===== config.mk =====
export PLATFORM = sky130hd
export DESIGN_NAME = pwm_xfer_gate
export DESIGN_NICKNAME = d
export VERILOG_FILES = /design/src/rtl/pwm_xfer_pkg.sv /design/src/rtl/pwm_skip_counter.sv /design/src/rtl/pwm_xfer_permit.sv /design/src/rtl/pwm_xfer_gate.sv
export SDC_FILE = /design/constraint.sdc
export NUM_CORES = 1
export LEC_CHECK = 0
export BUFFER_PORTS_ARGS = -buffer_cell sky130_fd_sc_hd__buf_2
export CORE_ASPECT_RATIO = 1.5
export CORE_UTILIZATION = 55
export CTS_CLUSTER_DIAMETER = 100
export DETAILED_ROUTE_END_ITERATION = 10
export PLACE_DENSITY = 0.93
export SLEW_MARGIN = 10
export SYNTH_ARGS = -nofsm -noshare
export SYNTH_HDL_FRONTEND = slang
export SYNTH_SLANG_ARGS = --single-unit

===== constraint.sdc =====
create_clock -name clk -period 5.83 [get_ports clk]
set_input_delay 0.8745 -clock clk [delete_from_list [all_inputs] [get_ports clk]]
set_output_delay 0.8745 -clock clk [all_outputs]
set_load 0.05 [all_outputs]

===== src/rtl/pwm_xfer_pkg.sv =====
package pwm_xfer_pkg;
  typedef enum logic [1:0] {
    XM_NORMAL = 2'b00,
    XM_HOLD   = 2'b01,
    XM_LINKED = 2'b10,
    XM_RSVD   = 2'b11
  } xfer_mode_e;

  localparam int unsigned NUM_SRC = 2;
  localparam int unsigned SRC_CREST  = 0;
  localparam int unsigned SRC_TROUGH = 1;
endpackage


===== src/rtl/pwm_skip_counter.sv =====
module pwm_skip_counter #(
  parameter int unsigned CNT_W = 3
) (
  input  logic             clk,
  input  logic             rst_n,
  input  logic             event_i,
  input  logic             en_i,
  input  logic [CNT_W-1:0] limit_i,
  output logic             irq_o,
  output logic             win_o
);
  logic [CNT_W-1:0] cnt_q, cnt_d;
  logic             wrap;
  logic             cnt_ce;

  always_comb begin
    wrap   = (cnt_q >= limit_i);
    cnt_ce = !en_i || event_i;
    cnt_d  = cnt_q;
    if (!en_i)        cnt_d = '0;
    else if (event_i) cnt_d = wrap ? '0 : cnt_q + 1'b1;
    irq_o  = event_i && (!en_i || wrap);
    win_o  = en_i && (limit_i != '0) && (cnt_q == limit_i);
  end

  always_ff @(posedge clk or negedge rst_n) begin
    if (!rst_n)      cnt_q <= '0;
    else if (cnt_ce) cnt_q <= cnt_d;
  end

  // a strobe only ever appears on an event
  a_r5_irq_on_event: assert property (@(posedge clk) disable iff (!rst_n)
    irq_o |-> event_i);
  // a disabled counter sits at zero
  a_r5_disabled_zero: assert property (@(posedge clk) disable iff (!rst_n)
    !en_i |=> (cnt_q == '0));
  // without an event, an enabled counter does not move
  a_r5_hold_no_event: assert property (@(posedge clk) disable iff (!rst_n)
    (en_i && !event_i) |=> $stable(cnt_q));
endmodule


===== src/rtl/pwm_xfer_permit.sv =====
module pwm_xfer_permit
  import pwm_xfer_pkg::*;
(
  input  logic [1:0]         mode_i,
  input  logic [NUM_SRC-1:0] win_i,
  output logic               permit_o
);
  always_comb begin
    unique case (xfer_mode_e'(mode_i))
      XM_HOLD:   permit_o = 1'b0;
      XM_LINKED: permit_o = |win_i;
      default:   permit_o = 1'b1;
    endcase
  end
endmodule


===== src/rtl/pwm_xfer_gate.sv =====
module pwm_xfer_gate
  import pwm_xfer_pkg::*;
#(
  parameter int unsigned DATA_W = 16,
  parameter int unsigned SKIP_W = 3
) (
  input  logic              clk,
  input  logic              rst_n,
  input  logic              crest_i,
  input  logic              trough_i,
  input  logic              crest_skip_en_i,
  input  logic              trough_skip_en_i,
  input  logic [SKIP_W-1:0] crest_skip_cnt_i,
  input  logic [SKIP_W-1:0] trough_skip_cnt_i,
  input  logic [1:0]        xfer_mode_i,
  input  logic              cmp_sel_trough_i,
  input  logic              buf_wr_i,
  input  logic [DATA_W-1:0] buf_data_i,
  output logic [DATA_W-1:0] tmp_o,
  output logic [DATA_W-1:0] cmp_o,
  output logic              crest_irq_o,
  output logic              trough_irq_o
);
  logic [NUM_SRC-1:0]   src_ev, src_en, src_irq, src_win;
  logic [SKIP_W-1:0]    src_lim [NUM_SRC];

  assign src_ev[SRC_CREST]   = crest_i;
  assign src_ev[SRC_TROUGH]  = trough_i;
  assign src_en[SRC_CREST]   = crest_skip_en_i;
  assign src_en[SRC_TROUGH]  = trough_skip_en_i;
  assign src_lim[SRC_CREST]  = crest_skip_cnt_i;
  assign src_lim[SRC_TROUGH] = trough_skip_cnt_i;

  for (genvar s = 0; s < NUM_SRC; s++) begin : g_skip
    pwm_skip_counter #(.CNT_W(SKIP_W)) u_cnt (
      .clk     (clk),
      .rst_n   (rst_n),
      .event_i (src_ev[s]),
      .en_i    (src_en[s]),
      .limit_i (src_lim[s]),
      .irq_o   (src_irq[s]),
      .win_o   (src_win[s])
    );
  end

  assign crest_irq_o  = src_irq[SRC_CREST];
  assign trough_irq_o = src_irq[SRC_TROUGH];

  logic permit;
  pwm_xfer_permit u_permit (
    .mode_i   (xfer_mode_i),
    .win_i    (src_win),
    .permit_o (permit)
  );

  logic [DATA_W-1:0] buf_q, tmp_q, cmp_q, buf_d, tmp_d, cmp_d;
  logic              pend_q, pend_d;
  logic              move, load;

  always_comb begin
    move   = pend_q && permit;
    load   = cmp_sel_trough_i ? trough_i : crest_i;
    buf_d  = buf_data_i;
    tmp_d  = buf_q;
    cmp_d  = tmp_q;
    pend_d = buf_wr_i || (pend_q && !move);
  end

  always_ff @(posedge clk or negedge rst_n) begin
    if (!rst_n)        buf_q <= '0;
    else if (buf_wr_i) buf_q <= buf_d;
  end

  always_ff @(posedge clk or negedge rst_n) begin
    if (!rst_n) pend_q <= 1'b0;
    else        pend_q <= pend_d;
  end

  always_ff @(posedge clk or negedge rst_n) begin
    if (!rst_n)    tmp_q <= '0;
    else if (move) tmp_q <= tmp_d;
  end

  always_ff @(posedge clk or negedge rst_n) begin
    if (!rst_n)    cmp_q <= '0;
    else if (load) cmp_q <= cmp_d;
  end

  assign tmp_o = tmp_q;
  assign cmp_o = cmp_q;

  // hold mode freezes the temporary register
  a_r3_hold_freezes: assert property (@(posedge clk) disable iff (!rst_n)
    (xfer_mode_i == 2'b01) |=> $stable(tmp_o));
  // compare changes only at the selected load point
  a_r4_cmp_only_at_point: assert property (@(posedge clk) disable iff (!rst_n)
    !(cmp_sel_trough_i ? trough_i : crest_i) |=> $stable(cmp_o));
  // linked mode with skipping off never loads
  a_r7_linked_off_frozen: assert property (@(posedge clk) disable iff (!rst_n)
    ((xfer_mode_i == 2'b10) &&
     ((!crest_skip_en_i && !trough_skip_en_i) ||
      (crest_skip_cnt_i == '0 && trough_skip_cnt_i == '0))) |=> $stable(tmp_o));
  // a write always leaves a value pending
  a_r8_write_pends: assert property (@(posedge clk) disable iff (!rst_n)
    buf_wr_i |=> pend_q);
  // in normal mode a pending value without a new write is consumed
  a_r2_normal_drains: assert property (@(posedge clk) disable iff (!rst_n)
    ((xfer_mode_i == 2'b00 || xfer_mode_i == 2'b11) && pend_q && !buf_wr_i) |=> !pend_q);
endmodule


After elaboration in Yosys (flattened, before gate mapping)
Index checks and enable logic that the tools add are counted.
- register bits: 55
- bits in latches: 0
- RAM bits: 0
- bits in read-only memories: 0
- output and inout bits: 34
- memories kept: 0
- add/subtract/negate cells: 2
- multiply operators: 0
- div/mod/pow operators: 0
- magnitude comparators: 2
- equality and inequality tests: 6
- shifts and indexed selects: 0
- muxes and demuxes: 8
- bitwise logic cells: 0
- reductions and logical operators: 21
- operator list (cell ; number):
    3-bit 2-to-1 mux ; 6
    1-bit logical AND ; 8
    3-bit by 1-bit adder with 3-bit output, second input constant ; 2
    3-bit == test ; 2
    3-bit >= comparator ; 2
    3-bit nonzero test ; 2
    1-bit logical OR ; 5
    2-bit != test, second input constant ; 2
    2-bit AND reduction ; 2
    1-bit zero test ; 3
    2-bit by 1-bit == test with 1-bit output, second input constant ; 1
    2-bit == test, second input constant ; 1
    1-bit one-hot mux with 2 select lines ; 1
    2-bit OR reduction ; 1
    1-bit 2-to-1 mux ; 1

Logic depth before layout (Yosys ltp)
Gate-level depths: netlist of the first run.
- word-level depth: 9
- mapped depth: 7
- mapped depth without buffers: 6

By module
Synthesis of the first run repeated with hierarchy kept, for this count alone.
- cell total of the unflattened synthesis: 172
- area, all modules: 2404.8 um^2
- by module, submodules not included (module ; instances ; cells each ; area an instance (um^2) ; sequential area each (um^2)):
    pwm_xfer_gate ; 1 ; 105 ; 1868.0 ; 1226.2
    pwm_skip_counter ; 2 ; 32 ; 256.5 ; 75.1
    pwm_xfer_permit ; 1 ; 3 ; 23.8 ; 0.0

Least setup slack after synthesis of the first run
No wires, ideal clock.
- path type: input -> output
- start point: input port trough_skip_cnt_i[2]
- end point: output port trough_irq_o
- arrival: 1.987 ns
- required time: 4.956 ns
- slack: 2.969 ns
- cell stages on the path: 5
- buffers on the path: 0
- path through: inv_1 -> ha_1 -> nand2_1 -> o2111ai_1 -> and2_1
- cells in the longest elaborated chain, start to end: 3
- ends and longest elaborated chain (element ; RTL line ; RTL):
    start, declared ; pwm_xfer_gate.sv:14 ; input logic [SKIP_W-1:0] trough_skip_cnt_i,
    3-bit >= comparator ; pwm_skip_counter.sv:17 ; wrap = (cnt_q >= limit_i);
    1-bit logical OR ; pwm_skip_counter.sv:22 ; irq_o = event_i && (!en_i || wrap);
    1-bit logical AND ; pwm_skip_counter.sv:22 ;
    end, declared ; pwm_xfer_gate.sv:22 ; output logic trough_irq_o
No other way between the ends.

Final worst setup path of the first run
Same ends and word-level chain as after synthesis.

==> metrics, run 1 <==
starting density of the core 59.0%; largest net degree at the start of global routing 56; clk_skew 0.00460 ns; GR Util met3 4.05%; sequential fraction of the synthesis area 57.9%; Clock Tree Root clkbuf_8; final hold vios 0; htree depth 2; DR pass1 iterations 4; Sw Pwr 487 uW; post-CTS setup buffers 0; Yosys top cell by area dfrtp_1; DRC Markers 0; worst hold slack 0.509 ns; routed length per instance 14.5 um; Max Cap Viol 0; # fillers 296; Worst Setup End Kind primary output; Tcrit/Tclk final 51.6%; Num CTS Buffers 5; min Tclk post-route 3.01 ns; switching portion of total power 41.3%; Final HPWL DP 2940 um; Clock Power Share 16.7%; synthesized flop and latch total 55; critical path launch point type input pin; Final Net Count 274; Post-synth ARST share 100%; Tot GR Track Use 19.5%; synth warn 0; PwrDens 417 nW/um^2; Core Area 4030 um^2; Slew Viols, Final 0; synth-to-layout area growth 19.0%; Setup TNS 0 ns; Die Y 82.5 um; Syn Inst Count 165; share of layout cells above drive strength 1 52.8%; final setup vio count 0; Cell Area, Synth 2380 um^2; Placed Instances 272; grt total ovfl 0; Power Internal 691 uW; number of synthesized flops with an enable pin 0; Yosys top cell area share 57.9%; crit-path max FO 4; Clock Latency Late Sink 0.30 ns; Synth area leaders dfrtp_1 58%, mux2_2 18%, mux2_4 6.3%; PortBufs 65; Max Clock Freq 332 MHz; Synth top cells by count 55 x dfrtp_1, 38 x mux2_2, 11 x inv_1, 10 x mux2_4, 10 x nand2_1; Top Ports 66; Most Crowded Layer GR met2; top-count cell post-synth dfrtp_1; Critical Path RT 4.96 ns; DR vias 1503; syn_nets 205; first-pass GRT wire length 6800 um; Finished Core Util 70.2%; leakage power 0.00139 uW; initial antenna violation count 0; synth unique cells 25; Pwr Total 1180 uW; vias in the first global route 1567; CTS tree yes; CTS sink cnt 55; DR iter-0 viols 39; area of the die 4590 um^2; ant diodes 0; Least-Margin Pin Slew 1.12 ns; total wire length 4050 um; Crit Path Class in -> out; vias per inst 5.37; Top FF cell, synth dfrtp_1; FP Rows 28; non-filler cells, final 280; GRT met1 Usage 21.6%; CTS resizes 0; Worst-path clk slew 0.09 ns; met2 Usage GRT 35.3%; RD Place Congestion 0.731; RSZ-0062 raised after global routing no; average size of a mapped cell 14.4 um^2; HP Class reg -> reg; CTS max path bufs 2; Rel. slew slack 23.7%; status completed; Die X 55.7 um; Max VDD drop 304 uV; DRT antenna net count 0; Crit path arrival time 2.13 ns; Seq pwr share 43.6%; Hold-fix buffers, CTS 0; Logic pwr share 39.7%
[layout make-up]
| class | instances | area [um^2] | share of cell area (%) |
|---|---|---|---|
| clock inverter | 1 | 5.00 | 0.177 |
| sequential | 55 | 1380 | 48.7 |
| inverter | 11 | 41.3 | 1.46 |
| multi-input combinational | 95 | 938 | 33.2 |
| timing repair buffer | 66 | 333 | 11.8 |
| clock buffer | 7 | 76.3 | 2.70 |
| tap | 45 | 56.3 | 1.99 |
[worst paths after layout]
path / start / end / slack, ns / depth (start not counted)
worst max register to register: g_skip[1].u_cnt.cnt_q[0] / tmp_o[4] / 3.70 / 6
min in group asynchronous: rst_n / buf_q[10] / 0.68 / 2
worst min-delay path: buf_q[3] / tmp_o[3] / 0.51 / 1
worst max-delay path: trough_skip_cnt_i[2] / trough_irq_o / 2.82 / 7
worst min register to register: buf_q[3] / tmp_o[3] / 0.51 / 1
max in group asynchronous: rst_n / cmp_o[3] / 4.70 / 2
[metal layers]
layer	share of wire, %	routed length [um]	vias up
li1	-	-	715
met1	41	1660	733
met2	53	2130	48
met3	4.5	184	7
met4	1.8	72	0
met5	0	0	-
[registers in the layout, indices dropped and copies added, names as in the netlist]
register,flops
tmp_o,16
buf_q,16
cmp_o,16
g_skip.u_cnt.cnt_q,6
pend_q,1
[cell usage in the layout, fill, tap and decap left out, drive strengths merged]
master   count
o311ai       1
dfrtp       55
ha           8
o31ai        1
mux2i        2
nor2         1
o2111ai      2
nand2b       1
nor2b        4
nand2       10
o22ai        1
nor3         6
and2         2
clkinv       1
o221ai       1
clkbuf       7
a21oi        1
mux2        48
buf         66
o21ai        3
inv         11
a21o         3
[stage by stage]
stage	setup slack, ns	instance area, um^2
3_5_place_dp	2.82	2750
2_1_floorplan	2.97	2380
6_report	2.82	2830
3_3_place_gp	2.89	2750
5_1_grt	2.71	2830
4_1_cts	2.82	2830
[power groups by stage]
stage	sequential, uW	combinational, uW	clock (uW)
CTS	514	473	204
global placement	516	460	0
global route	524	494	218
finish	513	468	197
floorplan	737	137	0
detailed placement	520	472	0
[worst max-delay path, stage by stage]
cell and delay, ns:
buf_2 0.09, inv_1 0.04, ha_1 0.28, nand2_1 0.08
o2111ai_1 0.34, and2_1 0.17, buf_2 0.25
[cells by family after synthesis]
logic type / Yosys count / synth area share, %
compound gates: 13 / 4.90
fa+ha+maj: 8 / 4.21
buf+inv: 15 / 2.74
flops: 55 / 57.9
mux: 50 / 25.2
simple gates: 24 / 5.06
Power figures use the tool's default switching activity.
==> run 2, diff against run 1 <==
--- a/config.mk
+++ b/config.mk
@@ -7,10 +7,10 @@
 export LEC_CHECK = 0
 export BUFFER_PORTS_ARGS = -buffer_cell sky130_fd_sc_hd__buf_2
 export CORE_ASPECT_RATIO = 1.5
-export CORE_UTILIZATION = 55
+export CORE_UTILIZATION = 51
 export CTS_CLUSTER_DIAMETER = 100
 export DETAILED_ROUTE_END_ITERATION = 10
-export PLACE_DENSITY = 0.93
+export PLACE_DENSITY = 0.88
 export SLEW_MARGIN = 10
 export SYNTH_ARGS = -nofsm -noshare
 export SYNTH_HDL_FRONTEND = slang
==> constraint.sdc (replaced) <==
create_clock -name clk -period 2.8 [get_ports clk]
set_input_delay 0.42 -clock clk [delete_from_list [all_inputs] [get_ports clk]]
set_output_delay 0.42 -clock clk [all_outputs]
set_load 0.05 [all_outputs]
==> metrics, run 2 (same netlist as run 1, synthesis figures left out) <==
worst hold slack 0.341 ns; Worst-path clk slew 0.09 ns; Rel. slew slack 49.4%; RD Place Congestion 0.702; crit-path max FO 4; htree depth 2; PortBufs 65; crit-path cells ha_1 > nand2_1 > o2111ai_1 > and2_1 > buf_2; CTS resizes 0; Max Cap Viol 0; Die Y 85.6 um; routed length per instance 14.5 um; CTS max path bufs 2; clk_skew 0.00376 ns; Num CTS Buffers 5; first-pass GRT wire length 6690 um; instance count on the critical path 5; Tcrit/Tclk final 82.6%; min Tclk post-route 2.31 ns; PwrDens 871 nW/um^2; DR pass1 iterations 7; slowest stage delay, CP 0.41 ns; total wire length 4150 um; final setup vio count 0; CTS tree yes; leakage power 0.00141 uW; most common cell after layout, fill and taps aside buf_2; Slew Viols, Final 0; DRC Markers 6; FP Rows 30; Critical Path RT 2.38 ns; Crit path arrival time 1.89 ns; Clock Latency Late Sink 0.30 ns; hold depth 2; dpl cell area 2760 um^2; Top Ports 66; grt total ovfl 0; RSZ-0062 raised after global routing no; violated checks DRC; largest net degree at the start of global routing 23; ant diodes 0; synth-to-layout area growth 21.0%; Crit Path Class reg -> out; starting density of the core 52.8%; DR iter-0 viols 66; Final Net Count 277; Die X 57.7 um; initial antenna violation count 0; DR vias 1505; slowest CP cell dfrtp_1; Core Area 4500 um^2; Max VDD drop 509 uV; Reg2Reg Depth 6; Worst Setup End Kind primary output; Setup TNS 0 ns; vias per inst 5.26; Max Clock Freq 432 MHz; Final HPWL DP 3070 um; status complete, but fails checks; vias in the first global route 1478; Least-Margin Pin Slew 0.759 ns; Tot GR Track Use 18.0%; Pwr Total 2500 uW; HP Class in -> reg; Design Area, Final 2870 um^2; share of layout cells above drive strength 1 53.4%; Clock Tree Root clkbuf_8; final hold vios 0; DRT antenna net count 0; CTS sink cnt 55; critical path launch point type register; area of the die 4940 um^2; Worst Path Buf+Inv 1; CP top delay family flip-flops; most frequent cells in the layout 65 x buf_2, 55 x dfrtp_1, 38 x mux2_2, 11 x inv_1
## run 2: report_power, final
| group | leakage, uW | switching (uW) | internal, uW |
|---|---|---|---|
| Sequential | 0.000655 | 104 | 963 |
| Combinational | 0.000704 | 668 | 303 |
| Clock | 0.0000515 | 238 | 226 |
| Total | 0.00141 | 1010 | 1490 |
## run 2: area by class of cell
cell class                 count  area, um^2
fill                         369        1630
sequential                    55        1380
multi-input combinational     95         938
timing repair buffer          69         358
clock buffer                   8         100
tap                           48        60.1
inverter                      11        41.3
## run 2: worst reg2reg max path: cells and delay by family, from the launching register on
family	cells	cell delay, ns
compound gates	2	0.78
fa+ha+maj	1	0.29
buf+inv	1	0.06
flops	1	0.40
mux	1	0.41
simple gates	1	0.09
## run 2: metal layers
metal	global-route usage (%)	wire, um	share of wire, %	up-vias
met5	0	0	0	-
met4	7.79	71	1.7	0
met3	4.22	223	5.4	8
met2	30.1	2140	51	50
met1	22.1	1720	41	726
li1	-	-	-	721
## run 2: repair_timing
action / CTS / global route
setup buffers: 0 / 0
hold buffers: 1 / 0
endpoints found under the setup margin: 0 / 0
endpoints found under the hold margin: 12 / 0
## run 2: stage by stage
stage | std cells | setup WS [ns] | utilization, %
floorplan | 165 | 0.848 | -
global placement | 277 | 0.586 | 61.4
detailed placement | 277 | 0.520 | 61.4
CTS | 286 | 0.460 | 63.8
global route | 286 | 0.344 | 63.8
finish | 286 | 0.488 | 63.8
## run 2: final timing paths
| kind | startpoint | to | slack [ns] |
|---|---|---|---|
| worst max-delay path | g_skip[1].u_cnt.cnt_q[2] | trough_irq_o | 0.49 |
| worst min-delay path | buf_data_i[2] | buf_q[2] | 0.34 |
| worst max register to register | g_skip[1].u_cnt.cnt_q[0] | tmp_o[3] | 0.66 |
| worst min register to register | cmp_o[10] | cmp_o[10] | 0.51 |
| max in group asynchronous | rst_n | buf_q[13] | 1.70 |
| min in group asynchronous | rst_n | cmp_o[1] | 0.52 |
==> run 3, diff against run 2 <==
--- a/config.mk
+++ b/config.mk
@@ -5,12 +5,13 @@
 export SDC_FILE = /design/constraint.sdc
 export NUM_CORES = 1
 export LEC_CHECK = 0
+export ABC_AREA = 1
 export BUFFER_PORTS_ARGS = -buffer_cell sky130_fd_sc_hd__buf_2
 export CORE_ASPECT_RATIO = 1.5
-export CORE_UTILIZATION = 51
+export CORE_UTILIZATION = 52
 export CTS_CLUSTER_DIAMETER = 100
 export DETAILED_ROUTE_END_ITERATION = 10
-export PLACE_DENSITY = 0.88
+export PLACE_DENSITY = 0.89
 export SLEW_MARGIN = 10
 export SYNTH_ARGS = -nofsm -noshare
 export SYNTH_HDL_FRONTEND = slang
==> constraint.sdc (replaced) <==
create_clock -name clk -period 2.35 [get_ports clk]
set_input_delay 0.3525 -clock clk [delete_from_list [all_inputs] [get_ports clk]]
set_output_delay 0.3525 -clock clk [all_outputs]
set_load 0.05 [all_outputs]
==> metrics, run 3 <==
status complete, but fails checks; violated checks DRC; Synth area leaders dfrtp_1 56%, nand2_1 16%, mux2_1 4.6%; Max VDD drop 388 uV; worst hold slack 0.105 ns; Max Cap Viol 0; synth-to-layout area growth 18.3%; synth unique cells 22; final hold vios 0; Design Area, Final 2890 um^2; number of synthesized flops with an enable pin 0; min Tclk post-route 2.09 ns; most common cell after layout, fill and taps aside nand2_1; Crit path arrival time 1.73 ns; HP Class in -> async; critical path launch point type register; htree depth 2; Synth top cells by count 105 x nand2_1, 55 x dfrtp_1, 16 x nand4_1, 15 x inv_1, 10 x mux2_1; syn_nets 291; CTS tree yes; synthesized flop and latch total 55; Yosys top cell area share 56.2%; initial antenna violation count 0; DR iter-0 viols 78; DRT antenna net count 0; sequential fraction of the synthesis area 56.2%; grt total ovfl 0; Critical Path RT 2.00 ns; Num CTS Buffers 5; Final HPWL DP 3530 um; dpl cell area 2800 um^2; Tcrit/Tclk final 88.7%; # fillers 353; Top Ports 66; Yosys top cell by area dfrtp_1; Slew Viols, Final 0; final setup vio count 0; crit-path max FO 2; Die Y 86.0 um; CTS resizes 0; Crit Path Class reg -> out; PortBufs 65; Tot GR Track Use 20.5%; Syn Inst Count 251; CTS max path bufs 2; FP Rows 30; DRC Markers 5; average size of a mapped cell 9.75 um^2; ant diodes 0; PwrDens 941 nW/um^2; CTS sink cnt 55; Core Area 4500 um^2; synth warn 0; RD Place Congestion 0.754; Setup TNS 0 ns; Worst Setup End Kind primary output; most frequent cells in the layout 105 x nand2_1, 65 x buf_2, 55 x dfrtp_1, 16 x nand4_1, 15 x inv_1; first-pass GRT wire length 7900 um; clk_skew 0.0111 ns; Worst-path clk slew 0.10 ns; vias in the first global route 1797; routed length per instance 12.4 um; Clock Latency Late Sink 0.31 ns; area of the die 4990 um^2; Top FF cell, synth dfrtp_1; Clock Tree Root clkbuf_8; DR pass1 iterations 7; total wire length 4530 um; DR vias 1853; Least-Margin Pin Slew 0.785 ns; post-CTS setup buffers 0; top-count cell post-synth nand2_1; Hold-fix buffers, CTS 0; largest net degree at the start of global routing 38; Rel. slew slack 47.7%; Die X 58.0 um; Post-synth ARST share 100%; starting density of the core 54.3%; leakage power 0.00164 uW; Cell Area, Synth 2450 um^2; Max Clock Freq 479 MHz; Final Net Count 357; RSZ-0062 raised after global routing no; vias per inst 5.06; share of layout cells above drive strength 1 28.3%
==> run 3: layer usage <==
metal | global-route usage, % | wire, um | vias up
met4 | 8.23 | 93 | 0
met5 | 0 | 0 | -
met3 | 3.92 | 183 | 8
met1 | 24.3 | 1890 | 860
li1 | - | - | 938
met2 | 35.8 | 2360 | 47
==> run 3: where the power goes <==
| group | switching [uW] | internal, uW |
|---|---|---|
| Sequential | 111 | 1120 |
| Combinational | 715 | 247 |
| Clock | 318 | 220 |
| Total | 1140 | 1580 |
==> run 3: through the flow <==
stage | instances | power (uW) | utilization, % | setup slack [ns]
6_report | 366 | 2720 | 64.3 | 0.264
5_1_grt | 366 | 2870 | 64.3 | 0.144
4_1_cts | 366 | 2750 | 64.3 | 0.251
3_5_place_dp | 358 | 2210 | 62.1 | 0.519
3_3_place_gp | 358 | 2180 | 62.1 | 0.597
2_1_floorplan | 251 | 1960 | - | 0.318
==> run 3: cell families after synthesis <==
| kind of cell | after synthesis | share of synthesized area [%] |
|---|---|---|
| compound gates | 9 | 2.51 |
| xor+xnor | 2 | 0.716 |
| fa+ha+maj | 8 | 4.09 |
| buf+inv | 25 | 4.75 |
| flops | 55 | 56.2 |
| mux | 16 | 7.36 |
| simple gates | 136 | 24.3 |
==> run 3: path summary, 6_finish.rpt <==
kind,startpoint,end,slack [ns],depth (start not counted)
max in group asynchronous,rst_n,buf_q[1],1.55,2
min in group clk,buf_data_i[14],buf_q[14],0.23,3
max reg2reg,g_skip[0].u_cnt.cnt_q[2],tmp_o[2],0.63,8
min reg2reg,buf_q[10],buf_q[10],0.48,2
min,rst_n,cmp_o[7],0.11,1
max,g_skip[0].u_cnt.cnt_q[2],crest_irq_o,0.26,5
==> run 3: area by class of cell <==
type	count	area, um^2	area share, %
clock buffer	5	68.8	2.38
clock inverter	3	26.3	0.908
inverter	16	60.1	2.08
multi-input combinational	171	955	33.0
sequential	55	1380	47.6
tap	48	60.1	2.08
timing repair buffer	68	348	12.0
==> run 3: worst max-delay path, stage by stage, from the launching register on <==
cell and delay (ns):
dfrtp_1 0.41, ha_1 0.30, nand2_1 0.08, o21bai_1 0.18
a21oi_1 0.16, buf_2 0.28
